**config.mk**
```make
export PLATFORM = sky130hd
export DESIGN_NAME = rst_cause_reg
export DESIGN_NICKNAME = d
export VERILOG_FILES = /design/src/rtl/rcs_pkg.sv /design/src/rtl/rcs_bus_decode.sv /design/src/rtl/rcs_flag_cell.sv /design/src/rtl/rst_cause_reg.sv
export SDC_FILE = /design/constraint.sdc
export NUM_CORES = 1
export LEC_CHECK = 0
export BUFFER_PORTS_ARGS = -buffer_cell sky130_fd_sc_hd__buf_2
export CORE_ASPECT_RATIO = 1.2
export CORE_UTILIZATION = 29
export DETAILED_ROUTE_END_ITERATION = 6
export GPL_TIMING_DRIVEN = 0
export PLACE_DENSITY = 0.69
export SLEW_MARGIN = 20
export SYNTH_ARGS = -nofsm -noshare
export SYNTH_HDL_FRONTEND = slang
export SYNTH_SLANG_ARGS = --single-unit
```
**constraint.sdc**
```tcl
create_clock -name clk -period 2.8 [get_ports clk]
set_input_delay 0.56 -clock clk [delete_from_list [all_inputs] [get_ports clk]]
set_output_delay 0.56 -clock clk [all_outputs]
set_load 0.05 [all_outputs]
```
**src/rtl/rcs_pkg.sv**
```systemverilog
package rcs_pkg;
  localparam int unsigned NUM_SRC  = 7;
  localparam int unsigned DATA_W   = NUM_SRC + 1;
  // index of each flag within the stored vector (read bit = index + 1)
  localparam int unsigned IDX_POR   = 6;
  localparam int unsigned IDX_PIN   = 5;
  localparam int unsigned IDX_WDOG  = 4;
  localparam int unsigned IDX_OP    = 3;
  localparam int unsigned IDX_FETCH = 2;
  localparam int unsigned IDX_MON   = 1;
  localparam int unsigned IDX_LOWV  = 0;
  typedef logic [NUM_SRC-1:0] src_vec_t;
endpackage

```
**src/rtl/rcs_bus_decode.sv**
```systemverilog
module rcs_bus_decode #(
  parameter int unsigned ADDR_W   = 16,
  parameter logic [ADDR_W-1:0] REG_ADDR = '0
) (
  input  logic              rd,
  input  logic              wr,
  input  logic [ADDR_W-1:0] addr,
  output logic              rd_hit
);
  // a strobe carrying the write line is a write and never a read
  always_comb rd_hit = rd && !wr && (addr == REG_ADDR);
endmodule

```
**src/rtl/rcs_flag_cell.sv**
```systemverilog
module rcs_flag_cell (
  input  logic clk,
  input  logic req,
  input  logic wipe,
  input  logic clr,
  output logic q
);
  // a new request always wins; otherwise hold unless wiped or read-cleared
  always_ff @(posedge clk) begin
    q <= req | (q & ~clr & ~wipe);
  end
endmodule

```
**src/rtl/rst_cause_reg.sv**
```systemverilog
module rst_cause_reg #(
  parameter int unsigned ADDR_W   = 16,
  parameter logic [ADDR_W-1:0] REG_ADDR = 16'h0040
) (
  input  logic              clk,
  input  logic              por_req,
  input  logic              pin_req,
  input  logic              wdog_req,
  input  logic              bad_op_req,
  input  logic              bad_fetch_req,
  input  logic              mon_req,
  input  logic              lowv_req,
  input  logic              bus_sel_rd,
  input  logic              bus_sel_wr,
  input  logic [ADDR_W-1:0] bus_addr,
  output logic [7:0]        bus_rdata
);
  import rcs_pkg::*;

  src_vec_t req_vec;
  src_vec_t q_flags;
  logic     rd_hit;

  always_comb begin
    req_vec            = '0;
    req_vec[IDX_POR]   = por_req;
    req_vec[IDX_PIN]   = pin_req;
    req_vec[IDX_WDOG]  = wdog_req;
    req_vec[IDX_OP]    = bad_op_req;
    req_vec[IDX_FETCH] = bad_fetch_req;
    req_vec[IDX_MON]   = mon_req;
    req_vec[IDX_LOWV]  = lowv_req;
  end

  rcs_bus_decode #(.ADDR_W(ADDR_W), .REG_ADDR(REG_ADDR)) u_dec (
    .rd     (bus_sel_rd),
    .wr     (bus_sel_wr),
    .addr   (bus_addr),
    .rd_hit (rd_hit)
  );

  for (genvar i = 0; i < NUM_SRC; i++) begin : g_flag
    rcs_flag_cell u_cell (
      .clk  (clk),
      .req  (req_vec[i]),
      .wipe (por_req),
      .clr  (rd_hit),
      .q    (q_flags[i])
    );
  end

  always_comb bus_rdata = rd_hit ? {q_flags, 1'b0} : 8'h00;
endmodule

```
After elaboration in Yosys (flattened, before gate mapping)
Cells that the tools add are included.

storage, ports and cells
  register bits = 7
  output and inout bits = 8
  logic and storage cells = 35

cells by class
  bitwise logic cells = 23
  eq/ne operators = 1
  reductions and logical operators = 3
  multiplexer cells = 1

operators by type and width
  operator                                                                 count
  16-bit by 7-bit equality test with 1-bit output (second input constant)  1
  1-bit bitwise AND                                                        14
  8-bit 2-to-1 mux                                                         1
  1-bit bitwise OR                                                         7
  1-bit logical AND                                                        2
  1-bit inverter                                                           2
  1-bit logical NOT                                                        1

Longest topological paths before layout
Gate-level depths: netlist (run 1).

  depth in word-level cells = 7
  gate-level depth with buffers = 5

Modules after synthesis
From an unflattened synthesis (run 1), not the netlist that was laid out.

unflattened totals
  cells, all modules = 37
  area, all modules = 319.1 um^2

by module, submodules not included
  module          area each (um^2)  cells an instance  times used
  rcs_flag_cell   31.3              3                  7
  rst_cause_reg   55.1              9                  1
  rcs_bus_decode  45.0              7                  1

Least setup slack after synthesis (run 1)
OpenSTA, ideal clock, no wires.

  path type = input -> output
  start = input port bus_addr[13]
  end = output port bus_rdata[1]
  required time = 2.240 ns
  data arrival time = 2.631 ns
  cell stages on the path = 5
  path slack = -0.391 ns
  cell sequence = or4_1 -> buf_2 -> or2_1 -> buf_6 -> nor3_1

between the ends
  longest elaborated chain between the ends = 3

ends and longest elaborated chain
  element                                          RTL line              text
  start, declared                                  rst_cause_reg.sv:15   input logic [ADDR_W-1:0] bus_addr,
  16-bit by 7-bit equality test with 1-bit output  rcs_bus_decode.sv:11  always_comb rd_hit = rd && !wr && (addr == REG_ADDR);
  1-bit logical AND                                rcs_bus_decode.sv:11
  8-bit 2-to-1 mux                                 rst_cause_reg.sv:52   always_comb bus_rdata = rd_hit ? {q_flags, 1'b0} : 8'h00;
  end, declared                                    rst_cause_reg.sv:16   output logic [7:0] bus_rdata

Every way passes these cells.

Worst setup path after layout (run 1)
  start = input port bus_addr[13]
  end = output port bus_rdata[4]

The elaborated chain is that of the path after synthesis.

==> run_results.csv, run 1 <==
group,metric,value,unit
status,status,"complete, no violations",
worst_setup_path,worst_path_max_delay_cell,"or4_1",
finish,drive_gt1_share,39.6,%
worst_setup_path,startpoint_type,"primary input",
finish,antennaDiodeCount,0,
synth,ys_seq_elements,7,
power_and_ir_drop,power_density,364,mW/mm²
worst_setup_path,cp_max_fo,8,
worst_setup_path,crit_top_cell,"buf_2",
finish,seq_area,140,µm²
synth,netlist-cell-type-count,21,
finish,syn_to_final_growth,45.0,%
timing,setup_viol,0,
power_and_ir_drop,ir_worst_vdd,0.194,mV
finish,reg.largest.list,"g_flag.u_cell.q (7)",
floorplanning,die_w,38.6,µm
drt,drc_errors,0,
timing,rsz0062_at_grt,"false",
worst_setup_path,worstPathRequired,2.24,ns
timing,period_needed,2.71,ns
place,dp.final_hpwl,910,µm
synth,syn-num-nets,91,
worst_setup_path,arrival,2.15,ns
drt,wl_per_cell,10.1,µm
timing,fin_worst_skew,0,ns
cts,clk_latency,0.25,ns
cts,clkSlewWorstSetupHoldPaths,0.05,ns
flow_run,maxCapViolCount,0,
synth,yosys_warnings,0,
cts,clk_path_buf_depth,2,
worst_setup_path,crit_buf_inv,4,
timing,whs,0.493,ns
floorplanning,num_rows,15,
global_route,grt_pass1_vias,482,
drt,viasPerCell,4.81,
finish,final_common_cell,"buf_2",
global_route,grt_pass1_wl,1880,µm
finish,max_flop_register,"g_flag.u_cell.q",
cts,cts_tree,"done",
timing,fin_ws,0.0904,ns
global_route,overflow,0,
hold_path,min_path_type,"reg2reg",
synth,syn_inst,65,
finish,multi_input_area,239,µm²
drt,first_pass_iters,4,
timing,drv_slew,0,
place,pre_cts_slack,0.0690,ns
cts,cts_root_buffer,"clkbuf_4",
place,gp_congestion,0.732,
power_and_ir_drop,total_power,246,µW
worst_setup_path,path_cells,"buf_2, or4_1, buf_2, or2_1, buf_6, nor3_1, buf_2",
worst_setup_path,cp_slowest_stage_delay,0.50,ns
worst_setup_path,critPathCaptureType,"primary output",
power_and_ir_drop,p_leak,0.000373,µW
worst_setup_path,path_delay_family,"simple AND/OR/NAND/NOR gates",
global_route,grt_max_degree,11,
cts,cts_htree_levels,1,
global_route,grt_usage,15.8,%
synth,synthMuxAreaShare,0,%
place,port_buffers,32,
synth,synth_compound_area_share,18.8,%
floorplanning,ios,34,
floorplanning,die-area,0.00177,mm²
finish,layout.nets,128,
cts,cts_buffers,3,
finish,final_util,46.2,%
floorplanning,dieHeight,45.9,µm
synth,synth_adder_area_share,0,%
synth,ys_seq_area_share,30.0,%
drt,drt_iter0_drc,9,
finish,fill_cells,164,
floorplanning,initial_utilization,31.9,%
global_route,antenna_found_initial,0,
synth,synth_xor_xnor_area_share,0,%
floorplanning,coreArea,0.00146,mm²
drt,wirelength,1190,µm
timing,hold_viol_final,0,
timing,maxClockFrequency,369,MHz
synth,synth_top_family_by_area,"simple AND/OR/NAND/NOR gates",
synth,syn_area_per_cell,7.18,µm²
finish,final_cell_mix,"buf_2, inv_1, nor3_1, dfxtp_1",
synth,synth-simple-area-share,31.6,%
cts,cts.sinks,7,
finish,largest_reg_flops,7,
worst_setup_path,worstSetupPathType,"in2out",
drt,num_vias,567,
drt,ant_nets,0,
timing,fin_crit_sh,96.8,%
synth,syn_area,467,µm²
[worst paths after layout]
check	depth (start not counted)	startpoint	slack, ns	end
setup / recovery	7	bus_addr[13]	0.09	bus_rdata[4]
hold / removal	2	g_flag[6].u_cell.q	0.49	g_flag[6].u_cell.q
setup reg to reg	3	g_flag[1].u_cell.q	2.00	g_flag[1].u_cell.q
hold reg to reg	2	g_flag[6].u_cell.q	0.49	g_flag[6].u_cell.q
[what timing repair did]
action	CTS	global route
setup endpoints to repair	0	1
gates resized for setup	0	1
buffers inserted	0	0
hold buffers	0	0
[stage by stage]
step           std cells  TNS [ns]  cell area, µm²
6_report             118         0             677
5_1_grt              118         0             677
4_1_cts              118         0             674
3_5_place_dp         114         0             648
3_3_place_gp         114         0             648
2_1_floorplan         65     -2.74             467
[cell families (layout without fill, tap and decap cells)]
kind of cell | Yosys count | after routing
AOI/OAI and AO/OA | 13 | 13
buffers and inverters | 19 | 55
DFF | 7 | 7
other | 1 | 1
and+or+nand+nor | 25 | 25
[power by group]
part           internal [µW]  leakage [µW]  total, µW  switching [µW]
Combinational           24.9      0.000300       47.7            22.8
Sequential               105     0.0000579        108            2.35
Clock                   54.3     0.0000150       90.9            36.5
Total                    185      0.000373        246            61.7
[Yosys cell counts (all sizes together)]
| cell type | count | share of area, % |
|---|---|---|
| nor2 | 1 | 0.80 |
| nand3 | 1 | 1.1 |
| and3 | 1 | 1.3 |
| conb | 1 | 0.80 |
| or2 | 2 | 2.7 |
| or4 | 1 | 1.6 |
| nor3 | 8 | 8.6 |
| a21oi | 1 | 1.1 |
| buf | 3 | 5.1 |
| inv | 13 | 10 |
| o21ai | 6 | 6.4 |
| nor4 | 4 | 5.4 |
| nor2b | 6 | 8.0 |
| o311ai | 6 | 11 |
| dfxtp | 7 | 30 |
| nor4bb | 1 | 2.1 |
| clkbuf | 3 | 3.2 |
[routing by layer]
metal  vias to the layer above  wire (µm)  GRT usage (%)
li1                        295          -              -
met1                       246        506           17.9
met2                        24        586           25.3
met3                         2         87           5.88
met4                         0         12           8.28
met5                         -          0              0
[layout make-up]
type                       instances  area share, %
multi-input combinational         39           35.3
timing repair buffer              32           24.0
sequential                         7           20.7
inverter                          13           7.21
buffer                             6           5.73
clock buffer                       4           3.88
tap                               17           3.14
[tightest hold or removal path, delay by kind of cell, from the launching register on]
| family | cells | cell delay (ns) |
|---|---|---|
| flip-flops | 1 | 0.31 |
| AND/OR/NAND/NOR | 1 | 0.10 |
| AO/OA/AOI/OAI | 1 | 0.04 |
Power figures use the tool's default switching activity.
==> run 2, diff against run 1 <==
--- a/config.mk
+++ b/config.mk
@@ -6,12 +6,10 @@
 export NUM_CORES = 1
 export LEC_CHECK = 0
 export BUFFER_PORTS_ARGS = -buffer_cell sky130_fd_sc_hd__buf_2
-export CORE_ASPECT_RATIO = 1.2
 export CORE_UTILIZATION = 29
 export DETAILED_ROUTE_END_ITERATION = 6
 export GPL_TIMING_DRIVEN = 0
 export PLACE_DENSITY = 0.69
-export SLEW_MARGIN = 20
 export SYNTH_ARGS = -nofsm -noshare
 export SYNTH_HDL_FRONTEND = slang
 export SYNTH_SLANG_ARGS = --single-unit
==> run 2 against run 1 <==
  * Final cell count fell by 0.85%
  * Global-route usage shrank 0.27 points
  * Maximum frequency about the same
  * Utilization shrank 1.1 points
  * Sequential cell count is the same
  * Non-clock buffer count did not move
  * Cell area is 0.55% higher
  * Worst hold slack worse by 0.010 ns
  * Clock skew did not move
  * First-iteration DRC count is the same
  * Setup slack improved by 0.0011 ns
  * Critical endpoint is now bus_rdata[3]
==> run_results.csv, run 2 (synthesized netlist as in run 1, its figures left out) <==
group,metric,value,unit
cts,clkSlewWorstSetupHoldPaths,0.06,ns
finish,final_util,45.2,%
worst_setup_path,worstPathRequired,2.24,ns
timing,maxClockFrequency,369,MHz
power_and_ir_drop,intPower,185,µW
finish,drive_gt1_share,39.6,%
flow_run,maxCapViolCount,0,
place,dp.final_hpwl,959,µm
finish,final_cell_mix,"buf_2, inv_1, nor3_1, clkbuf_4, dfxtp_1",
worst_setup_path,worstSetupPathType,"in2out",
finish,largest_reg_flops,7,
global_route,overflow,0,
drt,drc_errors,0,
power_and_ir_drop,seq_power_share,42.5,%
finish,final_common_cell,"buf_2",
drt,wirelength,1240,µm
drt,ant_nets,0,
global_route,antenna_found_initial,0,
worst_setup_path,critPathCaptureType,"primary output",
cts,cts.sinks,7,
finish,reg.largest.list,"g_flag.u_cell.q (7)",
hold_path,min_path_type,"in2reg",
timing,period_needed,2.71,ns
floorplanning,coreArea,0.00151,mm²
floorplanning,ios,34,
finish,fin_area,681,µm²
worst_setup_path,arrival,2.15,ns
power_and_ir_drop,pwr-share-comb,18.8,%
global_route,grt_usage,15.5,%
global_route,grt_pass1_vias,522,
timing,fin_ws,0.0915,ns
power_and_ir_drop,p_sw,68.3,µW
status,status,"complete, no violations",
cts,cts_tree,"done",
drt,num_vias,581,
finish,max_flop_register,"g_flag.u_cell.q",
power_and_ir_drop,swShare,27.0,%
timing,tns,0,ns
global_route,grt_pass1_wl,2130,µm
worst_setup_path,cp_max_fo,8,
floorplanning,initial_utilization,31.0,%
place,pre_cts_slack,0.0679,ns
global_route,grt_max_degree,11,
power_and_ir_drop,p_leak,0.000371,µW
cts,cts_buffers,3,
place,gp_congestion,0.762,
finish,syn_to_final_growth,45.8,%
power_and_ir_drop,power_density,372,mW/mm²
timing,rsz0062_at_grt,"false",
finish,antennaDiodeCount,0,
power_and_ir_drop,ir_worst_vdd,0.244,mV
floorplanning,die_w,42.1,µm
finish,layout.nets,128,
place,port_buffers,32,
cts,ctsHoldBuffers,0,
cts,cts_root_buffer,"clkbuf_4",
drt,viasPerCell,4.97,
floorplanning,dieHeight,42.1,µm
floorplanning,num_rows,14,
floorplanning,die-area,0.00177,mm²
drt,drt_iter0_drc,9,
cts,cts_setup_buffers,0,
cts,cts_htree_levels,1,
drt,wl_per_cell,10.6,µm
timing,fin_crit_sh,96.7,%
power_and_ir_drop,clkPwrFrac,38.7,%
timing,setup_viol,0,
timing,hold_viol_final,0,
cts,clk_latency,0.26,ns
timing,fin_worst_skew,0,ns
worst_setup_path,startpoint_type,"primary input",
drt,first_pass_iters,4,
timing,drv_slew,0,
place,dpl_cell_area,647,µm²
cts,clk_path_buf_depth,2,
==> run 2: timing repair <==
action / in CTS / in global routing
endpoints found under the setup margin: 0 / 3
gates resized for setup: 0 / 3
endpoints found under the hold margin: 0 / 0
==> run 2: worst paths after layout <==
check	startpoint	end	slack, ns	depth (start not counted)
worst max register to register	g_flag[1].u_cell.q	g_flag[1].u_cell.q	2.04	3
worst min register to register	g_flag[6].u_cell.q	g_flag[6].u_cell.q	0.50	2
worst max-delay path	bus_addr[13]	bus_rdata[3]	0.09	7
worst min-delay path	pin_req	g_flag[5].u_cell.q	0.48	3
==> run 2: final cells by class <==
cell class	count	area (µm²)
fillers	173	826
plain buffers	6	38.8
multi-input cells	39	239
well taps	16	20.0
flip-flops and latches	7	140
inverters	13	48.8
repair buffers	32	168
clock buffers	4	26.3
==> run 2: through the flow <==
stage | total power, µW | hold WS, ns | instances
global placement | 156 | 0.478 | 113
floorplan | 135 | 0.466 | 65
CTS | 256 | 0.485 | 117
finish | 253 | 0.483 | 117
detailed placement | 157 | 0.494 | 113
global route | 267 | 0.501 | 117
==> run 2: power groups by stage <==
stage               Sequential, µW  Clock, µW  Combinational (µW)
floorplan                      109          0                25.5
global placement               110          0                46.2
detailed placement             110          0                47.7
CTS                            108        100                47.9
global route                   108        105                54.1
finish                         108       98.2                47.6
==> run 2: critical path, cell delays in order <==
cell      delay, ns
buf_2          0.09
or4_1          0.50
buf_2          0.17
or2_1          0.22
buf_6          0.14
nor3_1         0.19
clkbuf_4       0.27
==> run 2: per-layer routing <==
metal	part of all wire (%)	track usage, %
met1	44	18.3
met2	46	25.6
met3	8.8	7.33
met4	1.3	3.75
met5	0	0
==> run 3, diff against run 2 <==
==> constraint.sdc (replaced) <==
create_clock -name clk -period 2.6 [get_ports clk]
set_input_delay 0.52 -clock clk [delete_from_list [all_inputs] [get_ports clk]]
set_output_delay 0.52 -clock clk [all_outputs]
set_load 0.05 [all_outputs]
==> run 3 against run 2 <==
  * Sequential share of layout area fell by 3.5 points
  * Clock power barely moved
  * Worst hold slack got worse by 0.024 ns
  * Register-to-register slack got worse by 0.25 ns
  * Critical path depth did not move
  * First-iteration DRC count rose by 67%
  * Clock skew did not move
  * Utilization rose by 9.3 points
  * Sequential power rose by 7%
  * Critical endpoint is now bus_rdata[6]
  * Largest cell class unchanged
==> run_results.csv, run 3 (synthesized netlist as in run 1, its figures left out) <==
group,metric,value,unit
flow_run,maxCapViolCount,0,
worst_setup_path,reg2regPathDepth,2,
finish,antennaDiodeCount,0,
hold_path,min_path_type,"in2reg",
finish,max_flop_register,"g_flag.u_cell.q",
floorplanning,die_w,42.1,µm
cts,ctsHoldBuffers,0,
timing,setup_viol,0,
floorplanning,coreArea,0.00151,mm²
power_and_ir_drop,intPower,200,µW
timing,fin_crit_sh,97.9,%
cts,cts_root_buffer,"clkbuf_4",
drt,wl_per_cell,11.5,µm
floorplanning,die-area,0.00177,mm²
drt,wirelength,1350,µm
power_and_ir_drop,swShare,27.0,%
worst_setup_path,startpoint_type,"primary input",
worst_setup_path,critPathCaptureType,"primary output",
cts,clk_latency,0.25,ns
finish,layout.nets,129,
global_route,grt_usage,15.1,%
place,port_buffers,32,
worst_setup_path,r2r_start,"g_flag[4].u_cell.q",
timing,fin_worst_skew,0,ns
cts,clkSlewWorstSetupHoldPaths,0.05,ns
power_and_ir_drop,power_density,335,mW/mm²
finish,drive_gt1_share,49.0,%
timing,period_needed,2.55,ns
floorplanning,ios,34,
global_route,antenna_found_initial,0,
timing,drv_slew,0,
global_route,grt_max_degree,11,
place,dp.final_hpwl,929,µm
power_and_ir_drop,p_sw,74.2,µW
cts,cts.sinks,7,
power_and_ir_drop,clkPwrFrac,36.9,%
worst_setup_path,worstSetupPathType,"in2out",
drt,drc_errors,0,
cts,clk_path_buf_depth,2,
drt,num_vias,578,
cts,cts_buffers,3,
status,status,"complete, no violations",
cts,cts_tree,"done",
place,gp_congestion,0.736,
floorplanning,dieHeight,42.1,µm
finish,largest_reg_flops,7,
cts,cts_htree_levels,1,
worst_setup_path,crit_start,"bus_addr[13]",
global_route,overflow,0,
hold_path,hp-start,"lowv_req",
timing,tns,0,ns
floorplanning,initial_utilization,31.0,%
timing,maxClockFrequency,393,MHz
power_and_ir_drop,ir_worst_vdd,0.231,mV
drt,ant_nets,0,
power_and_ir_drop,total_power,275,µW
timing,hold_viol_final,0,
worst_setup_path,reg2reg_to,"g_flag[4].u_cell.q",
power_and_ir_drop,pwr-share-comb,20.9,%
finish,syn_to_final_growth,75.9,%
finish,final_cell_mix,"buf_2, inv_1, buf_6, nor3_4, dfxtp_1",
drt,viasPerCell,4.90,
worst_setup_path,worstPathRequired,2.08,ns
floorplanning,num_rows,14,
worst_setup_path,endpoint,"bus_rdata[6]",
worst_setup_path,arrival,2.03,ns
finish,reg.largest.list,"g_flag.u_cell.q (7)",
power_and_ir_drop,seq_power_share,42.2,%
drt,drt_iter0_drc,15,
global_route,grt_pass1_wl,2070,µm
worst_setup_path,regToRegSetupSlack,1.79,ns
finish,final_common_cell,"buf_2",
power_and_ir_drop,p_leak,0.000407,µW
drt,first_pass_iters,2,
worst_setup_path,cp_max_fo,7,
global_route,grt_pass1_vias,513,
[run 3: cell types whose count changed in the layout (fill, tap and decap cells not counted), sizes merged]
cell | before | now
buf | 32 | 36
clkbuf | 10 | 7
[run 3: stage by stage]
stage	hold slack (ns)	utilization [%]	cells	area [µm²]	setup WS, ns
3_3_place_gp	0.479	45.3	113	682	-0.0141
3_5_place_dp	0.500	45.3	113	682	0.00116
6_report	0.459	54.5	118	821	0.0535
5_1_grt	0.451	54.5	118	821	-0.0113
2_1_floorplan	0.466	-	65	502	-0.0970
4_1_cts	0.460	48.0	117	723	0.00131
[run 3: layer usage]
layer / part of all wire (%) / up-vias / wire (µm) / track usage (%)
li1: - / 297 / - / -
met1: 47 / 250 / 632 / 19.6
met2: 45 / 29 / 610 / 23.8
met3: 7.4 / 2 / 100 / 3.02
met4: 0.59 / 0 / 8 / 7.50
met5: 0 / - / 0 / 0
[run 3: final cells by class]
type / instances / area, µm²
fillers: 148 / 686
multi-input cells: 39 / 325
repair buffers: 33 / 211
flip-flops and latches: 7 / 140
plain buffers: 6 / 48.8
inverters: 13 / 48.8
clock buffers: 4 / 26.3
well taps: 16 / 20.0
[run 3: repair_timing]
item                       4_1_cts  5_1_grt
buffers inserted                 0        1
pin swaps                        0        0
gates resized for setup          6       21
setup endpoints to repair        6        7
[run 3: worst min path at each step]
| stage | end | slack [ns] | depth (start not counted) |
|---|---|---|---|
| 2_1_floorplan | g_flag[6].u_cell.q | 0.47 | 2 |
| 3_3_place_gp | g_flag[6].u_cell.q | 0.48 | 2 |
| 3_5_place_dp | g_flag[6].u_cell.q | 0.50 | 2 |
| 4_1_cts | g_flag[0].u_cell.q | 0.46 | 3 |
| 5_1_grt | g_flag[4].u_cell.q | 0.45 | 3 |
| 6_report | g_flag[0].u_cell.q | 0.46 | 3 |
[run 3: power by group through the flow]
stage                     logic (µW)  clock network (µW)  registers (µW)
after floorplan                 28.6                   0             118
after global placement          51.1                   0             118
after detailed placement        52.8                   0             118
after CTS                       53.2                 103             116
after global routing            62.9                 112             117
final                           57.4                 101             116
[run 3: worst max-delay path: stages]
cell and delay [ns]:
buf_2 0.09, or4_1 0.53, buf_6 0.14, or2_4 0.23, buf_8 0.16, nor3_4 0.18, buf_6 0.19
